## src/rtl/zone_wr_filter_pkg.sv

```systemverilog
package zone_wr_filter_pkg;

    typedef enum logic [1:0] {
        M_NORMAL = 2'b00,
        M_LOCK   = 2'b01,
        M_PROG   = 2'b10,
        M_FORBID = 2'b11
    } zmode_t;

    typedef enum logic [2:0] {
        S_IDLE,
        S_READ,
        S_EVAL,
        S_PUT,
        S_DONE
    } zstate_t;

endpackage

```

## src/rtl/zone_wr_addr_gen.sv

```systemverilog
module zone_wr_addr_gen #(
    parameter int ADDR_W = 7,
    parameter int CNT_W  = 5,
    parameter int PAGE_W = 4,
    parameter int LOCK_W = 3
) (
    input  logic [ADDR_W-1:0] base,
    input  logic [CNT_W-1:0]  idx,
    output logic [ADDR_W-1:0] cur_addr,
    output logic [ADDR_W-1:0] guard_addr,
    output logic [LOCK_W-1:0] guard_off
);
    logic [PAGE_W-1:0] in_page;

    always_comb begin
        in_page    = base[PAGE_W-1:0] + idx[PAGE_W-1:0];
        cur_addr   = {base[ADDR_W-1:PAGE_W], in_page};
        guard_addr = {cur_addr[ADDR_W-1:LOCK_W], {LOCK_W{1'b0}}};
        guard_off  = cur_addr[LOCK_W-1:0];
    end
endmodule

```

## src/rtl/zone_wr_lock_eval.sv

```systemverilog
module zone_wr_lock_eval
    import zone_wr_filter_pkg::*;
#(
    parameter int BYTE_W = 8,
    parameter int LOCK_W = 3
) (
    input  zmode_t            mode,
    input  logic [LOCK_W-1:0] off,
    input  logic [BYTE_W-1:0] stored,
    input  logic [BYTE_W-1:0] incoming,
    output logic              allow,
    output logic [BYTE_W-1:0] commit
);
    always_comb begin
        allow  = 1'b1;
        commit = incoming;
        unique case (mode)
            M_PROG: begin
                commit = stored & incoming;
            end
            M_LOCK: begin
                if (off == '0) begin
                    allow  = stored[0];
                    commit = stored & incoming;
                end else begin
                    allow  = stored[off];
                    commit = incoming;
                end
            end
            default: begin
                allow  = (mode != M_FORBID);
                commit = incoming;
            end
        endcase
    end
endmodule

```

## src/rtl/zone_wr_filter.sv

```systemverilog
module zone_wr_filter
    import zone_wr_filter_pkg::*;
#(
    parameter int ADDR_W    = 7,
    parameter int BYTE_W    = 8,
    parameter int MAX_BYTES = 16
) (
    input  logic                        clk,
    input  logic                        rst_n,
    input  logic                        req_valid,
    input  logic [1:0]                  req_mode,
    input  logic [ADDR_W-1:0]           req_addr,
    input  logic [$clog2(MAX_BYTES+1)-1:0] req_count,
    input  logic [MAX_BYTES*BYTE_W-1:0] req_data,
    output logic                        busy,
    output logic                        done,
    output logic                        rejected,
    output logic                        partial,
    output logic                        mem_rd_en,
    output logic [ADDR_W-1:0]           mem_rd_addr,
    input  logic [BYTE_W-1:0]           mem_rd_data,
    output logic                        mem_wr_en,
    output logic [ADDR_W-1:0]           mem_wr_addr,
    output logic [BYTE_W-1:0]           mem_wr_data
);
    localparam int CNT_W  = $clog2(MAX_BYTES+1);
    localparam int PAGE_W = $clog2(MAX_BYTES);
    localparam int LOCK_W = $clog2(BYTE_W);
    localparam int DATA_W = MAX_BYTES*BYTE_W;

    typedef struct packed {
        zstate_t            st;
        zmode_t             mode;
        logic [ADDR_W-1:0]  base;
        logic [CNT_W-1:0]   cnt;
        logic [CNT_W-1:0]   idx;
        logic [DATA_W-1:0]  data;
        logic               rej;
        logic               part;
        logic               wr_en;
        logic [ADDR_W-1:0]  wr_addr;
        logic [BYTE_W-1:0]  wr_data;
    } regs_t;

    regs_t r_q, r_d;

    logic [ADDR_W-1:0] cur_addr, guard_addr;
    logic [LOCK_W-1:0] guard_off;
    logic [BYTE_W-1:0] new_byte, commit_byte;
    logic              allow;
    logic              last_byte;
    logic [CNT_W-1:0]  eff_cnt;

    zone_wr_addr_gen #(
        .ADDR_W(ADDR_W), .CNT_W(CNT_W), .PAGE_W(PAGE_W), .LOCK_W(LOCK_W)
    ) u_addr (
        .base(r_q.base), .idx(r_q.idx),
        .cur_addr(cur_addr), .guard_addr(guard_addr), .guard_off(guard_off)
    );

    assign new_byte = r_q.data[r_q.idx*BYTE_W +: BYTE_W];

    zone_wr_lock_eval #(
        .BYTE_W(BYTE_W), .LOCK_W(LOCK_W)
    ) u_eval (
        .mode(r_q.mode), .off(guard_off), .stored(mem_rd_data),
        .incoming(new_byte), .allow(allow), .commit(commit_byte)
    );

    assign last_byte = (r_q.idx == r_q.cnt - CNT_W'(1));
    assign eff_cnt   = (req_count > CNT_W'(MAX_BYTES)) ? CNT_W'(MAX_BYTES) : req_count;

    always_comb begin
        r_d       = r_q;
        r_d.wr_en = 1'b0;
        unique case (r_q.st)
            S_IDLE: begin
                if (req_valid) begin
                    r_d.mode = zmode_t'(req_mode);
                    r_d.base = req_addr;
                    r_d.data = req_data;
                    r_d.idx  = '0;
                    r_d.cnt  = eff_cnt;
                    r_d.rej  = 1'b0;
                    r_d.part = 1'b0;
                    if (zmode_t'(req_mode) == M_FORBID) begin
                        r_d.rej = 1'b1;
                        r_d.st  = S_DONE;
                    end else if (eff_cnt == '0) begin
                        r_d.st = S_DONE;
                    end else if (zmode_t'(req_mode) == M_LOCK) begin
                        r_d.cnt  = CNT_W'(1);
                        r_d.part = (eff_cnt > CNT_W'(1));
                        r_d.st   = S_READ;
                    end else if (zmode_t'(req_mode) == M_PROG) begin
                        r_d.st = S_READ;
                    end else begin
                        r_d.st = S_PUT;
                    end
                end
            end
            S_READ: begin
                r_d.st = S_EVAL;
            end
            S_EVAL: begin
                if (allow) begin
                    r_d.wr_en   = 1'b1;
                    r_d.wr_addr = cur_addr;
                    r_d.wr_data = commit_byte;
                end else begin
                    r_d.rej = 1'b1;
                end
                if (last_byte) begin
                    r_d.st = S_DONE;
                end else begin
                    r_d.idx = r_q.idx + CNT_W'(1);
                    r_d.st  = S_READ;
                end
            end
            S_PUT: begin
                r_d.wr_en   = 1'b1;
                r_d.wr_addr = cur_addr;
                r_d.wr_data = new_byte;
                if (last_byte) begin
                    r_d.st = S_DONE;
                end else begin
                    r_d.idx = r_q.idx + CNT_W'(1);
                end
            end
            S_DONE: begin
                r_d.st = S_IDLE;
            end
            default: r_d.st = S_IDLE;
        endcase
    end

    always_ff @(posedge clk or negedge rst_n) begin
        if (!rst_n) begin
            r_q <= '{st: S_IDLE, mode: M_NORMAL, default: '0};
        end else begin
            r_q <= r_d;
        end
    end

    assign busy        = (r_q.st != S_IDLE);
    assign done        = (r_q.st == S_DONE);
    assign rejected    = r_q.rej;
    assign partial     = r_q.part;
    assign mem_rd_en   = (r_q.st == S_READ);
    assign mem_rd_addr = (r_q.mode == M_LOCK) ? guard_addr : cur_addr;
    assign mem_wr_en   = r_q.wr_en;
    assign mem_wr_addr = r_q.wr_addr;
    assign mem_wr_data = r_q.wr_data;


    forbid_no_write_chk: assert property (@(posedge clk) disable iff (!rst_n)
        (busy && r_q.mode == M_FORBID) |-> !mem_wr_en);


    no_bit_raise_chk: assert property (@(posedge clk) disable iff (!rst_n)
        (mem_wr_en && (r_q.mode == M_PROG ||
                       (r_q.mode == M_LOCK && mem_wr_addr[LOCK_W-1:0] == '0)))
        |-> ((mem_wr_data & ~$past(mem_rd_data)) == '0));


    lock_single_write_chk: assert property (@(posedge clk) disable iff (!rst_n)
        (mem_wr_en && r_q.mode == M_LOCK) |=> !mem_wr_en);


    page_wrap_chk: assert property (@(posedge clk) disable iff (!rst_n)
        mem_wr_en |-> (mem_wr_addr[ADDR_W-1:PAGE_W] == r_q.base[ADDR_W-1:PAGE_W]));


    guard_fetch_chk: assert property (@(posedge clk) disable iff (!rst_n)
        (mem_rd_en && r_q.mode == M_LOCK) |-> (mem_rd_addr[LOCK_W-1:0] == '0));


    done_pulse_chk: assert property (@(posedge clk) disable iff (!rst_n)
        done |=> !done);
endmodule

```

## config.mk

```make
export PLATFORM = sky130hd
export DESIGN_NAME = zone_wr_filter
export DESIGN_NICKNAME = d
export VERILOG_FILES = /design/src/rtl/zone_wr_filter_pkg.sv /design/src/rtl/zone_wr_addr_gen.sv /design/src/rtl/zone_wr_lock_eval.sv /design/src/rtl/zone_wr_filter.sv
export SDC_FILE = /design/constraint.sdc
export NUM_CORES = 1
export LEC_CHECK = 0
export ABC_AREA = 1
export BUFFER_PORTS_ARGS = -buffer_cell sky130_fd_sc_hd__buf_2
export CAP_MARGIN = 20
export CELL_PAD_IN_SITES_DETAIL_PLACEMENT = 1
export CELL_PAD_IN_SITES_GLOBAL_PLACEMENT = 1
export CORE_ASPECT_RATIO = 0.9
export CORE_MARGIN = 4
export CORE_UTILIZATION = 36
export DETAILED_ROUTE_END_ITERATION = 10
export MAX_ROUTING_LAYER = met4
export PLACE_DENSITY = 0.79
export SETUP_SLACK_MARGIN = 0.5
export SLEW_MARGIN = 25
export SYNTH_ARGS = -nofsm -noshare
export SYNTH_HDL_FRONTEND = slang
export SYNTH_SLANG_ARGS = --single-unit
```

## constraint.sdc

```tcl
create_clock -name clk -period 2.3 [get_ports clk]
set_clock_uncertainty 0.15 [all_clocks]
set_input_delay 0.46 -clock clk [delete_from_list [all_inputs] [get_ports clk]]
set_output_delay 0.46 -clock clk [all_outputs]
set_load 0.02 [all_outputs]
```

After elaboration in Yosys (flattened, before gate mapping)
Cells that the tools add are included.

Register bits after elaboration: 168. Output and inout port bits: 28.

$add $sub $neg: 3. $lt $le $gt $ge: 3. Equality and inequality tests: 16. Shifts and indexed selects: 1. Muxes and demuxes: 29. Bitwise logic cells: 1. Reductions and logical operators: 13.

Operators with widths (count): 2-to-1 mux 152 bit (1); indexed part select 128 x 9 -> 8 bit (1); one-hot mux 16 bit (2 select lines) (1); 2-to-1 mux 5 bit (5); 2-to-1 mux 3 bit (6); 2-to-1 mux 16 bit (1); one-hot mux 8 bit (2 select lines) (1); inequality test 2 bit, second input constant (6); one-hot mux 3 bit (4 select lines) (1); one-hot mux 5 bit (2 select lines) (1); bitwise AND 8 bit (1); 2-to-1 mux 8 bit (1); 2-to-1 mux 1 bit (7); equality test 2 bit, second input constant (3); equality test 3 x 2 -> 1 bit, second input constant (2); logical NOT 3 bit (2); AND reduction 2 bit (3); AND reduction 3 bit (2); nonzero test 2 bit (3); adder 5 x 1 -> 5 bit, second input constant (1); equality test 5 bit (1); greater-than comparator 5 x 1 -> 1 bit, second input constant (1); greater-than comparator 5 bit, second input constant (1); logical NOT 5 bit (1); other kinds (11) (13).

Logic depth before layout (Yosys ltp)
Gate-level depths: netlist (run 1).

Word-level depth: 8. Mapped depth: 12. Gate-level depth less buffers: 12.

Modules after synthesis
A second synthesis (run 1) with hierarchy kept.

Cell total of the unflattened synthesis: 1206. Area, all modules: 8988.6 µm².

By module, submodules not included: zone_wr_filter (times used 1, cells each 1120, area each 8454.4 µm²); zone_wr_lock_eval (times used 1, cells each 53, area each 310.3 µm²); zone_wr_addr_gen (times used 1, cells each 33, area each 224.0 µm²).

Least setup slack after synthesis (run 1)
OpenSTA, ideal clock, no wires.

Kind: register to register. Start point: register r_q[146] (netlist name). End point: register r_q (netlist bit mem_wr_addr[3]). Arrival time: 1965 ps. Data required time: 2032 ps. Setup slack: 67 ps. Cell stages (with the launch flop): 13. Path buffers: 1. Clock period less this slack: 2233 ps. Cell sequence: dfrtp_1 > ha_1 > fa_1 > inv_1 > nand3_1 > nand3_1 > nand3_2 > nand2_4 > nand2_8 > nand2_4 > buf_6 > nand2_1 > nand2_1.

Word-level cells in the longest chain between the ends: 7. Elaborated cells on any way between the ends: 10.

RTL lines: start, declared (line zone_wr_filter.sv:45) `regs_t r_q, r_d;`; start signal, assigned (line zone_wr_filter.sv:141) `r_q <= r_d;`; adder 4 bit (*) (line zone_wr_addr_gen.sv:16) `in_page = base[PAGE_W-1:0] + idx[PAGE_W-1:0];`; binary-select mux 1 bit (select 3 bit) (line zone_wr_lock_eval.sv:26) `allow = stored[off];`; 2-to-1 mux 1 bit (implied by the code) (line zone_wr_lock_eval.sv:26); 2-to-1 mux 1 bit (line zone_wr_lock_eval.sv:22) `if (off == '0) begin`; one-hot mux 1 bit (2 select lines) (line zone_wr_lock_eval.sv:17) `unique case (mode)`; inequality test 2 bit (no line); AND reduction 2 bit (no line).

Every way passes the cells marked *; elsewhere a longest branch is shown, timed or not. The select of a mux whose other input is x is not followed. A chain may end at the register's enable or synchronous reset.

Final worst setup path (run 1)
Start point: register r_q[146] (netlist name). End point: register r_q (netlist bit mem_wr_data[4]).

Word-level cells in the longest chain between the ends: 7. Elaborated cells on any way between the ends: 14.

RTL lines: parallel branches: the longest is 7 deep, another holds indexed part select 128 x 9 -> 8 bit.

Parallel ways; which one is timed is not known. The select of a mux whose other input is x is not followed.

==> insert_results.sql, run 1 <==
INSERT INTO impl_metrics (metric_group, metric, value, unit) VALUES
('cells_and_area', 'final_common_cell', 'nand2_1', ''),
('pwr', 'post-layout-total-power', '18.2', 'mW'),
('yosys', 'post_synthesis_sequential_element_count', '168', ''),
('pwr', 'power.share.combinational', '57.0', '%'),
('worst_setup_path', 'worstPathArrival', '2790', 'ps'),
('pwr', 'power.static_leakage', '6.28', 'nW'),
('run_status', 'failed_checks', 'negative setup slack', ''),
('yosys', 'synth_seq_area_share', '48.5', '%'),
('placed_design', 'detailed_place_hpwl', '19700', 'um'),
('floorplan', 'core', '0.0235', 'mm^2'),
('clock_network', 'clk_latency', '450', 'ps'),
('yosys', 'post_synth_main_area_contributors', 'dfrtp_1, nand2_1, o21ai_0', ''),
('yosys', 'post_synth_num_cell_types', '34', ''),
('worst_setup_path', 'worstSetupEndpointType', 'flip-flop', ''),
('pwr', 'power_per_cell_area', '1510', 'mW/mm^2'),
('worst_setup_path', 'critical_path.max_fanout', '5', ''),
('worst_setup_path', 'timing.rr.end', 'mem_wr_data[4]', ''),
('timing', 'setup_viol_count_final', '20', ''),
('yosys', 'synthDominantCellAreaShare', '48.5', '%'),
('yosys', 'number_of_warning_messages_in_the_yosys_log', '0', ''),
('worst_setup_path', 'worst-r2r-setup-slack', '-310', 'ps'),
('global_route', 'grt_pass1_vias', '8689', ''),
('worst_setup_path', 'worstSetupStartpointType', 'flip-flop', ''),
('yosys', 'synthesis.area', '0.00867', 'mm^2'),
('clock_network', 'cts-buffers-inserted', '17', ''),
('pwr', 'flop_pwr_share', '27.3', '%'),
('global_route', 'antenna_found_initial', '0', ''),
('cells_and_area', 'layout.cells.most_common_list', 'nand2_1, buf_2, dfrtp_1, inv_1, nand3_1', ''),
('floorplan', 'rows', '53', ''),
('cells_and_area', 'layout.nets', '1534', ''),
('timing', 'tightestPinTransition', '926', 'ps'),
('global_route', 'largest_net_degree_at_the_start_of_global_routing', '85', ''),
('clock_network', 'clk_pin_slew_worst_paths', '80', 'ps'),
('yosys', 'synthesis.instances', '1161', ''),
('pwr', 'cell_internal_pwr', '9.91', 'mW'),
('drt', 'number_of_vias_in_the_routed_layout', '8746', ''),
('worst_hold_path', 'min-delay-start', 'req_data[1]', ''),
('timing', 'post-route-worst-setup-slack', '-309', 'ps'),
('pwr', 'power_switching_share', '45.6', '%'),
('floorplan', 'die_h', '155', 'um'),
('worst_setup_path', 'worstSetupStartpoint', 'r_q[146]', ''),
('drt', 'first_iter_violations', '584', ''),
('clock_network', 'tritoncts_clock_tree', 'yes', ''),
('timing', 'finalHoldViolCount', '0', ''),
('timing', 'fin_hold_ws', '63.6', 'ps'),
('drt', 'drc', '0', ''),
('cells_and_area', 'finalCoreUtilization', '51.1', '%'),
('timing', 'min_period', '2610', 'ps'),
('placed_design', 'post-place-cells', '1592', ''),
('pwr', 'power.switching', '8.30', 'mW'),
('cells_and_area', 'p_r_area_growth_vs_syn', '38.9', '%'),
('worst_hold_path', 'worst_hold_path.num_cells', '3', ''),
('floorplan', 'chipWidth', '172', 'um'),
('floorplan', 'floorplan.die_area', '0.0266', 'mm^2'),
('run_status', 'run_status', 'complete, but fails checks', ''),
('timing', 'slew_viol_final', '0', ''),
('global_route', 'grt_remaining_overflow', '0', ''),
('worst_setup_path', 'crit_type', 'flip-flop to flip-flop', ''),
('cells_and_area', 'layout-drive-gt1-share', '30.7', '%'),
('worst_setup_path', 'worstReg2RegStart', 'r_q[146]', ''),
('yosys', 'yosysTopAreaCell', 'dfrtp_1', ''),
('global_route', 'grt_use_total', '22.4', '%'),
('placed_design', 'placement.io_buffers', '180', ''),
('worst_setup_path', 'rr_worst_depth', '13', ''),
('yosys', 'syn-mean-instance-area', '7.47', 'um^2'),
('cells_and_area', 'filler_cells', '2860', ''),
('worst_setup_path', 'crit_required', '2480', 'ps'),
('pwr', 'power.clock.fraction', '15.7', '%'),
('cells_and_area', 'finalNonFillerCells', '1684', ''),
('drt', 'antenna_left', '0', ''),
('drt', 'drt-pass1-iter-count', '5', '');
[kinds of logic (layout without fill, tap and decap cells)]
family / Yosys count / after routing / synth area share (%)
AND/OR/NAND/NOR: 575 / 577 / 27.4
buffers and inverters: 242 / 461 / 12.0
flip-flops: 168 / 168 / 48.5
AO/OA/AOI/OAI: 154 / 154 / 9.34
adder cells (fa/ha/maj): 11 / 11 / 1.67
XOR/XNOR: 11 / 11 / 1.11
[power by group through the flow]
stage | sequential, mW | clock [mW] | combinational (mW)
after detailed placement | 4.93 | 0 | 6.98
after floorplan | 4.77 | 0 | 4.98
after global placement | 4.86 | 0 | 6.77
after global routing | 5.08 | 3.01 | 11.2
final | 4.97 | 2.87 | 10.4
after CTS | 4.93 | 2.86 | 7.75
[worst max-delay path: stages (launching register included)]
cell     delay [ps]
dfrtp_2         440
ha_4            170
fa_2            440
buf_4           160
buf_8           130
nor2_4          140
nand2_2         100
nand3_2         100
nand3_2         100
nand2_4         130
nand2_8         100
buf_6           160
nand3_1          70
nand2_1          80
[repair_timing]
action                                  4_1_cts  5_1_grt
gates resized for setup                      33      205
cloned                                        2       19
endpoints found under the hold margin        42        0
setup buffers                                15       24
endpoints found under the setup margin      112      138
pin swaps                                    10       39
hold buffers                                  1        0
[routing by layer]
metal	wire length (um)	share of wire [%]	vias up	global-route usage (%)
met4	1280	3.7	0	7.77
met2	17500	50	286	35.8
met1	14700	42	4343	29.3
met5	0	0	-	-
met3	1580	4.5	105	3.38
li1	-	-	4012	-
[layout make-up]
class	count	share of cell area [%]
clock inverters	13	0.987
inverters	167	5.25
repair buffers	263	18.2
flip-flops and latches	168	35.0
well taps	302	3.14
multi-input cells	753	33.9
clock buffers	18	3.65
[per-stage QoR]
step | setup WS, ps | setup TNS [ps] | area [um^2]
final | -309 | -5000 | 12000
after global routing | -351 | -5830 | 12000
after CTS | -162 | -1200 | 10800
after detailed placement | -7.48 | -9.34 | 9910
after global placement | 73.7 | 0 | 9910
after floorplan | 114 | 0 | 8710
[Yosys cell counts (all sizes together)]
cell	n
nand2	424
dfrtp	168
inv	166
o21ai	127
nand3	119
buf	65
nor2	19
a21oi	13
clkbuf	10
ha	10
o211ai	9
nor3	6
xnor2	6
xor2	5
nand4	4
o22ai	2
or2	2
clkinv	1
fa	1
nand3b	1
o2111ai	1
o31ai	1
o41ai	1
[state kept, by name (all words and copies together), names as in the netlist]
signal       cells
mem_wr_en        1
partial          1
r_q            150
rejected         1
mem_wr_addr      7
mem_wr_data      8
[worst max-delay path by stage]
stage	depth (start not counted)	endpoint	slack, ps
detailed placement	11	mem_wr_data[1]	-7
global route	13	mem_wr_data[4]	-350
finish	13	mem_wr_data[4]	-310
global placement	10	mem_wr_data[3]	70
CTS	5	mem_rd_addr[1]	-160
floorplan	12	mem_wr_addr[3]	110
No activity file was read; power rests on OpenSTA's default activity.
==> inputs of run 2 (changes only) <==
--- a/config.mk
+++ b/config.mk
@@ -15,9 +15,10 @@
 export CORE_UTILIZATION = 36
 export DETAILED_ROUTE_END_ITERATION = 10
 export MAX_ROUTING_LAYER = met4
-export PLACE_DENSITY = 0.79
+export PLACE_DENSITY = 0.78
 export SETUP_SLACK_MARGIN = 0.5
 export SLEW_MARGIN = 25
 export SYNTH_ARGS = -nofsm -noshare
 export SYNTH_HDL_FRONTEND = slang
+export SYNTH_HIERARCHICAL = 1
 export SYNTH_SLANG_ARGS = --single-unit
==> run 2 against run 1 <==
Net effect:
- the run still ends with negative setup slack left
- global-route usage fell by 0.55 points
- wire length fell by 12%
- synthesized area rose by 3.7%
- total power rose by 3.8%
- clock power rose by 2%
- fmax fell by 5.8%
- hold slack improved by 21 ps
- cell area fell by 2.6%
- first-iteration DRC count fell by 2.4%
- count of clock-buffer cells in the layout rose by 2
- non-clock buffer count fell by 3
- sequential share of layout area rose by 0.94 points
- critical path type is now flip-flop to primary output
- largest power group unchanged
- highest routed layer unchanged
==> insert_results.sql, run 2 <==
INSERT INTO impl_metrics (metric_group, metric, value, unit) VALUES
('yosys', 'share_of_the_synthesized_area_in_compound_gates_ao_oa_aoi_oai', '11.3', '%'),
('worst_setup_path', 'crit_path_frequent_cell', 'buf_6', ''),
('cells_and_area', 'largest_reg_flops', '150', ''),
('yosys', 'post_synth_main_area_contributors', 'dfrtp_1, nand2_1, o21ai_1', ''),
('timing', 'finalHoldViolCount', '0', ''),
('worst_setup_path', 'slowest_stage', 'dfrtp_1', ''),
('cells_and_area', 'layout.cells.most_common_list', 'nand2_1, buf_2, dfrtp_1, inv_1, o21ai_1', ''),
('yosys', 'portion_of_netlist_area_occupied_by_mux_cells', '0.877', '%'),
('floorplan', 'boundaryPins', '181', ''),
('yosys', 'synth_adder_area_share', '1.61', '%'),
('timing', 'setup_viol_count_final', '20', ''),
('yosys', 'ys_top_cells_by_count', 'nand2_1, dfrtp_1, inv_1, o21ai_1, nand3_1', ''),
('pwr', 'power_switching_share', '44.3', '%'),
('yosys', 'synth-main-ff-cell', 'dfrtp_1', ''),
('floorplan', 'floorplan.die_area', '0.0276', 'mm^2'),
('worst_hold_path', 'min_path_type', 'input port to flip-flop', ''),
('pwr', 'cell_internal_pwr', '10.5', 'mW'),
('cells_and_area', 'final_cell_area', '0.0117', 'mm^2'),
('timing', 'final_min_period_over_clock_period', '120', '%'),
('worst_setup_path', 'worstPathArrival', '2160', 'ps'),
('yosys', 'synth_seq_area_share', '46.8', '%'),
('drt', 'number_of_vias_in_the_routed_layout', '8610', ''),
('cells_and_area', 'layout-drive-gt1-share', '25.7', '%'),
('global_route', 'grt_pass1_wl', '46800', 'um'),
('worst_setup_path', 'critical_path.max_fanout', '2', ''),
('cells_and_area', 'largest-register', 'r_q', ''),
('yosys', 'synth_edf_count', '0', ''),
('pwr', 'power.clock.fraction', '15.4', '%'),
('placed_design', 'post_dp_area', '0.0102', 'mm^2'),
('drt', 'antenna_left', '0', ''),
('worst_setup_path', 'crit_type', 'flip-flop to primary output', ''),
('yosys', 'post_synth_num_cell_types', '39', ''),
('run_status', 'run_status', 'complete, but fails checks', ''),
('global_route', 'grt_remaining_overflow', '0', ''),
('clock_network', 'tritoncts_clock_tree', 'yes', ''),
('run', 'drv_cap', '0', ''),
('clock_network', 'clk_pin_slew_worst_paths', '70', 'ps'),
('global_route', 'grt_use_total', '21.9', '%'),
('timing', 'unrepaired_setup_endpoints_after_global_routing', 'yes', ''),
('floorplan', 'rows', '54', ''),
('clock_network', 'cts-buffers-inserted', '17', ''),
('clock_network', 'cts_num_sinks', '168', ''),
('worst_setup_path', 'crit_required', '1690', 'ps'),
('placed_design', 'gp_routability_congestion', '0.802', ''),
('placed_design', 'post-place-cells', '1671', ''),
('cells_and_area', 'finalNonFillerCells', '1748', ''),
('yosys', 'yosys.area_share.xor_xnor', '0.0974', '%'),
('floorplan', 'die_h', '158', 'um'),
('yosys', 'yosysTopAreaCell', 'dfrtp_1', ''),
('yosys', 'syn-mean-instance-area', '7.45', 'um^2'),
('clock_network', 'clk_latency', '430', 'ps'),
('worst_setup_path', 'worstSetupStartpointType', 'flip-flop', ''),
('worst_setup_path', 'rr_worst_depth', '17', ''),
('worst_setup_path', 'timing.critical_path.slowest_cell_delay', '420', 'ps'),
('timing', 'fin_hold_ws', '84.4', 'ps'),
('cells_and_area', 'antenna-diode-count', '0', ''),
('pwr', 'ir_drop', '0.495', 'mV'),
('pwr', 'power_per_cell_area', '1610', 'mW/mm^2'),
('worst_setup_path', 'worstSetupStartpoint', 'r_q[156]', ''),
('worst_hold_path', 'min-delay-start', 'req_data[21]', ''),
('timing', 'min_period', '2770', 'ps'),
('yosys', 'synth_top_family_by_area', 'simple AND/OR/NAND/NOR gates', ''),
('drt', 'viasPerCell', '4.93', ''),
('worst_hold_path', 'worst_hold_path.num_cells', '3', ''),
('clock_network', 'cts_h_tree_depth', '4', ''),
('worst_setup_path', 'worstSetupEndpointType', 'primary output', ''),
('cells_and_area', 'final_common_cell', 'nand2_1', ''),
('floorplan', 'start_util', '36.9', '%'),
('floorplan', 'core', '0.0244', 'mm^2'),
('drt', 'drc', '0', ''),
('yosys', 'synth_async_sr_flop_share', '100', '%'),
('placed_design', 'placement.io_buffers', '180', ''),
('global_route', 'antenna_found_initial', '0', ''),
('worst_setup_path', 'cp_cell_sequence', 'ha_4, fa_2, xor2_1, buf_4, buf_6, mux2_4, buf_6', ''),
('global_route', 'largest_net_degree_at_the_start_of_global_routing', '91', ''),
('cells_and_area', 'filler_cells', '3011', ''),
('global_route', 'grt_pass1_vias', '8736', ''),
('timing', 'post-route-worst-setup-slack', '-470', 'ps'),
('drt', 'wl', '31000', 'um'),
('clock_network', 'clockBufferDepth', '2', ''),
('drt', 'drt-pass1-iter-count', '5', ''),
('run_status', 'failed_checks', 'negative setup slack', ''),
('placed_design', 'detailed_place_hpwl', '20700', 'um'),
('yosys', 'synthesis.instances', '1206', ''),
('pwr', 'power.static_leakage', '6.14', 'nW'),
('timing', 'tightestPinTransition', '590', 'ps'),
('yosys', 'synthesis.area', '0.00899', 'mm^2'),
('yosys', 'synthDominantCellAreaShare', '46.8', '%'),
('yosys', 'most_frequent_cell_after_synthesis', 'nand2_1', ''),
('worst_setup_path', 'worstReg2RegStart', 'r_q[156]', ''),
('cells_and_area', 'layout.nets', '1563', ''),
('floorplan', 'chipWidth', '175', 'um'),
('clock_network', 'clock-root-buffer', 'clkbuf_16', ''),
('timing', 'worst_slew_margin_rel', '60.6', '%'),
('yosys', 'synth-simple-area-share', '26.7', '%'),
('pwr', 'flop_pwr_share', '26.7', '%'),
('timing', 'achievable-frequency', '0.361', 'GHz'),
('yosys', 'number_of_warning_messages_in_the_yosys_log', '6', ''),
('pwr', 'power.switching', '8.38', 'mW'),
('yosys', 'post_synthesis_sequential_element_count', '168', ''),
('drt', 'first_iter_violations', '570', ''),
('pwr', 'post-layout-total-power', '18.9', 'mW'),
('cells_and_area', 'p_r_area_growth_vs_syn', '30.4', '%'),
('pwr', 'power.share.combinational', '57.9', '%'),
('drt', 'routed_wire_length_per_instance', '17.7', 'um'),
('timing', 'slew_viol_final', '0', '');
==> run 2: changes by cell type after synthesis, moves of 8 or more <==
cell,previous run,this run
o21ai_0,126,19
a21oi_1,12,20
nand2_1,421,447
buf_4,19,33
inv_1,160,148
o21ai_1,1,113
nand3_1,118,98
==> run 2: power groups by stage <==
stage	sequential [mW]	combinational, mW	clock [mW]
3_5_place_dp	5.02	8.72	0
6_report	5.05	10.9	2.92
3_3_place_gp	4.95	8.44	0
5_1_grt	5.17	12.1	3.10
4_1_cts	4.99	9.70	2.96
2_1_floorplan	4.86	6.36	0
==> run 2: stage by stage <==
stage          setup TNS [ps]  setup WS (ps)  util [%]
6_report                -7460           -470      48.1
2_1_floorplan           -3180           -244         -
3_5_place_dp            -4170           -291      41.8
3_3_place_gp            -2910           -191      41.8
5_1_grt                -10030           -584      48.1
4_1_cts                 -7960           -490      45.7
==> run 2: layout make-up <==
class	count	area [um^2]	area share [%]
repair buffers	260	2020	17.2
clock buffers	20	447	3.81
clock inverters	12	143	1.22
well taps	336	420	3.59
multi-input cells	791	3870	33.0
flip-flops and latches	168	4210	35.9
inverters	161	617	5.26
==> run 2: cells by family after synthesis <==
group	Yosys count
simple gates	585
buf+inv	249
compound gates	184
flops	168
fa+ha+maj	11
mux	7
other cells	1
xor+xnor	1
==> run 2: critical path: cells and delay by family, from the launching register on <==
kind	cells	cell delay, ps
multiplexers	1	250
XOR/XNOR	1	150
adder cells (fa/ha/maj)	2	510
buffers and inverters	3	380
flip-flops	1	420
==> run 2: path summary, 6_finish.rpt <==
path | endpoint | slack [ps]
max | mem_rd_addr[2] | -470
min | r_q[39] | 80
max reg2reg | mem_wr_data[5] | -420
min reg2reg | r_q[104] | 330
max in group asynchronous | r_q[122] | 870
min in group asynchronous | r_q[85] | 430
==> run 2: metal layers <==
layer / track usage (%) / vias to the layer above / wire length [um]
met2: 34.6 / 203 / 14800
met5: - / - / 0
li1: - / 4144 / -
met4: 5.80 / 0 / 486
met3: 3.13 / 35 / 1120
met1: 29.9 / 4228 / 14600
==> run 2: what timing repair did <==
action | CTS | global route
hold buffers | 1 | 0
pin swaps | 11 | 21
cloned | 2 | 8
endpoints found under the setup margin | 35 | 124
resized for setup | 46 | 62
setup buffers | 13 | 21
hold endpoints to repair | 46 | 0
==> inputs of run 3 (changes only) <==
--- a/config.mk
+++ b/config.mk
@@ -7,15 +7,15 @@
 export LEC_CHECK = 0
 export ABC_AREA = 1
 export BUFFER_PORTS_ARGS = -buffer_cell sky130_fd_sc_hd__buf_2
-export CAP_MARGIN = 20
+export CAP_MARGIN = 25
 export CELL_PAD_IN_SITES_DETAIL_PLACEMENT = 1
 export CELL_PAD_IN_SITES_GLOBAL_PLACEMENT = 1
 export CORE_ASPECT_RATIO = 0.9
 export CORE_MARGIN = 4
-export CORE_UTILIZATION = 36
+export CORE_UTILIZATION = 40
 export DETAILED_ROUTE_END_ITERATION = 10
 export MAX_ROUTING_LAYER = met4
-export PLACE_DENSITY = 0.78
+export PLACE_DENSITY = 0.82
 export SETUP_SLACK_MARGIN = 0.5
 export SLEW_MARGIN = 25
 export SYNTH_ARGS = -nofsm -noshare
==> constraint.sdc (replaced) <==
create_clock -name clk -period 3 [get_ports clk]
set_clock_uncertainty 0.15 [all_clocks]
set_input_delay 0.6 -clock clk [delete_from_list [all_inputs] [get_ports clk]]
set_output_delay 0.6 -clock clk [all_outputs]
set_load 0.02 [all_outputs]
==> run 3 against run 2 <==
Net effect:
- the flow now finishes without violations
- clock power shrank 26%
- highest routed layer unchanged
- sequential cell count is the same
- critical endpoint unchanged
- worst setup slack gained 600 ps
- largest power group unchanged
==> insert_results.sql, run 3 (synthesis gave the netlist of run 2 again) <==
INSERT INTO impl_metrics (metric_group, metric, value, unit) VALUES
('run_status', 'run_status', 'finished clean', ''),
('clock_network', 'tritoncts_clock_tree', 'yes', ''),
('worst_setup_path', 'crit_type', 'flip-flop to primary output', ''),
('floorplan', 'floorplan.die_area', '0.0249', 'mm^2'),
('worst_setup_path', 'worstPathBufferInverterCount', '2', ''),
('global_route', 'antenna_found_initial', '0', ''),
('clock_network', 'cts-buffers-inserted', '17', ''),
('clock_network', 'clk_pin_slew_worst_paths', '70', 'ps'),
('cells_and_area', 'filler_cells', '2765', ''),
('drt', 'first_iter_violations', '651', ''),
('timing', 'tns', '0', 'ps'),
('global_route', 'grt_pass1_wl', '46800', 'um'),
('floorplan', 'rows', '51', ''),
('drt', 'drt-pass1-iter-count', '4', ''),
('drt', 'number_of_vias_in_the_routed_layout', '8378', ''),
('clock_network', 'clk_latency', '440', 'ps'),
('timing', 'unrepaired_setup_endpoints_after_global_routing', 'yes', ''),
('drt', 'wl', '29300', 'um'),
('pwr', 'power.static_leakage', '5.72', 'nW'),
('global_route', 'largest_net_degree_at_the_start_of_global_routing', '116', ''),
('drt', 'drc', '0', ''),
('worst_setup_path', 'worst_path_dominant_cell_family', 'adder cells', ''),
('worst_setup_path', 'cp_cell_sequence', 'ha_4, fa_2, xor2_4, buf_6, mux2_4, buf_6', ''),
('floorplan', 'start_util', '41.1', '%'),
('clock_network', 'cts_h_tree_depth', '4', ''),
('run', 'drv_cap', '0', ''),
('timing', 'tightestPinTransition', '663', 'ps'),
('cells_and_area', 'largest-register', 'r_q', ''),
('cells_and_area', 'layout.cells.most_common_list', 'nand2_1, buf_2, dfrtp_1, inv_1, o21ai_1', ''),
('timing', 'min_period', '2870', 'ps'),
('pwr', 'post-layout-total-power', '13.3', 'mW'),
('global_route', 'busiest_layer', 'met2', ''),
('clock_network', 'clockBufferDepth', '2', ''),
('placed_design', 'placement.io_buffers', '180', ''),
('timing', 'setup_viol_count_final', '0', ''),
('worst_setup_path', 'worstSetupEndpointType', 'primary output', ''),
('global_route', 'grt_pass1_vias', '8777', ''),
('pwr', 'ir_drop', '0.469', 'mV'),
('cells_and_area', 'layout.nets', '1518', ''),
('timing', 'worst_slew_margin_rel', '55.8', '%'),
('timing', 'finalHoldViolCount', '0', ''),
('cells_and_area', 'largest_reg_flops', '150', ''),
('worst_setup_path', 'critical_path.max_fanout', '2', ''),
('global_route', 'grt_use_total', '24.0', '%'),
('placed_design', 'detailed_place_hpwl', '20400', 'um'),
('global_route', 'routing_usage_on_met2', '39.2', '%'),
('pwr', 'power_per_cell_area', '1230', 'mW/mm^2'),
('clock_network', 'clock-root-buffer', 'clkbuf_16', ''),
('worst_setup_path', 'crit_path_frequent_cell', 'buf_6', ''),
('drt', 'routed_wire_length_per_instance', '17.7', 'um'),
('floorplan', 'die_h', '150', 'um'),
('cells_and_area', 'antenna-diode-count', '0', ''),
('timing', 'final_min_period_over_clock_period', '95.5', '%'),
('global_route', 'grt_remaining_overflow', '0', ''),
('worst_setup_path', 'timing.critical_path.slowest_cell_delay', '420', 'ps'),
('timing', 'achievable-frequency', '0.349', 'GHz'),
('placed_design', 'gp_routability_congestion', '0.854', ''),
('cells_and_area', 'layout-drive-gt1-share', '22.2', '%'),
('global_route', 'met3_usage', '3.41', '%'),
('floorplan', 'boundaryPins', '181', ''),
('global_route', 'groute.layer.met1.usage', '32.1', '%'),
('cells_and_area', 'p_r_area_growth_vs_syn', '20.4', '%'),
('worst_setup_path', 'crit_required', '2250', 'ps'),
('worst_hold_path', 'min_path_type', 'input port to asynchronous set/reset pin', ''),
('cells_and_area', 'final_common_cell', 'nand2_1', ''),
('timing', 'slew_viol_final', '0', ''),
('drt', 'antenna_left', '0', ''),
('floorplan', 'core', '0.0219', 'mm^2'),
('floorplan', 'chipWidth', '166', 'um'),
('worst_setup_path', 'worstSetupStartpointType', 'flip-flop', ''),
('clock_network', 'cts_num_sinks', '168', ''),
('worst_setup_path', 'worstPathArrival', '2120', 'ps'),
('worst_setup_path', 'slowest_stage', 'dfrtp_1', ''),
('clock_network', 'hold_buffers', '0', ''),
('drt', 'viasPerCell', '5.05', '');
## run 3: area by class of cell
type	count	area, um^2	area share, %
Timing Repair Buffer	214	1270	11.7
Tap cell	291	364	3.36
Inverter	161	614	5.68
Multi-Input combinational cell	792	3790	35.1
Sequential cell	168	4210	38.9
Clock inverter	15	144	1.33
Clock buffer	17	425	3.93
## run 3: report_power, final
group	switching [mW]	total (mW)	internal, mW
registers	0.507	3.86	3.36
clock network	1.01	2.17	1.16
logic	4.68	7.29	2.60
## run 3: what timing repair did
item,4_1_cts,5_1_grt
cloned,1,0
buffers inserted,14,2
setup endpoints to repair,27,31
pin swaps,12,6
gates resized for setup,33,12
## run 3: final timing paths
check / startpoint / end / slack, ps / depth (start not counted)
setup / recovery: r_q[156] / mem_rd_addr[2] / 130 / 6
hold / removal: rst_n / r_q[123] / 2 / 1
setup reg to reg: r_q[156] / mem_wr_data[5] / 160 / 16
hold reg to reg: r_q[87] / r_q[87] / 330 / 2
max in group asynchronous: rst_n / r_q[63] / 1940 / 2
min in group clk: req_data[6] / r_q[24] / 220 / 3
## run 3: per-layer routing
layer	wire length (um)	share of wire [%]	vias up
met1	13700	47	4094
met5	0	0	-
met4	479	1.6	0
met3	1120	3.8	32
li1	-	-	4044
met2	14000	48	208
## run 3: metrics by stage
step / instance area, um^2 / cells / hold WS [ps] / setup WS [ps] / util [%]
final: 10800 / 1658 / 2.32 / 134 / 49.4
after global routing: 10800 / 1658 / 49.7 / 90.9 / 49.4
after CTS: 10800 / 1656 / 39.4 / 128 / 49.2
after detailed placement: 9950 / 1609 / 310 / 225 / 45.5
after global placement: 9950 / 1609 / 305 / 275 / 45.5
after floorplan: 9010 / 1208 / 154 / 456 / -
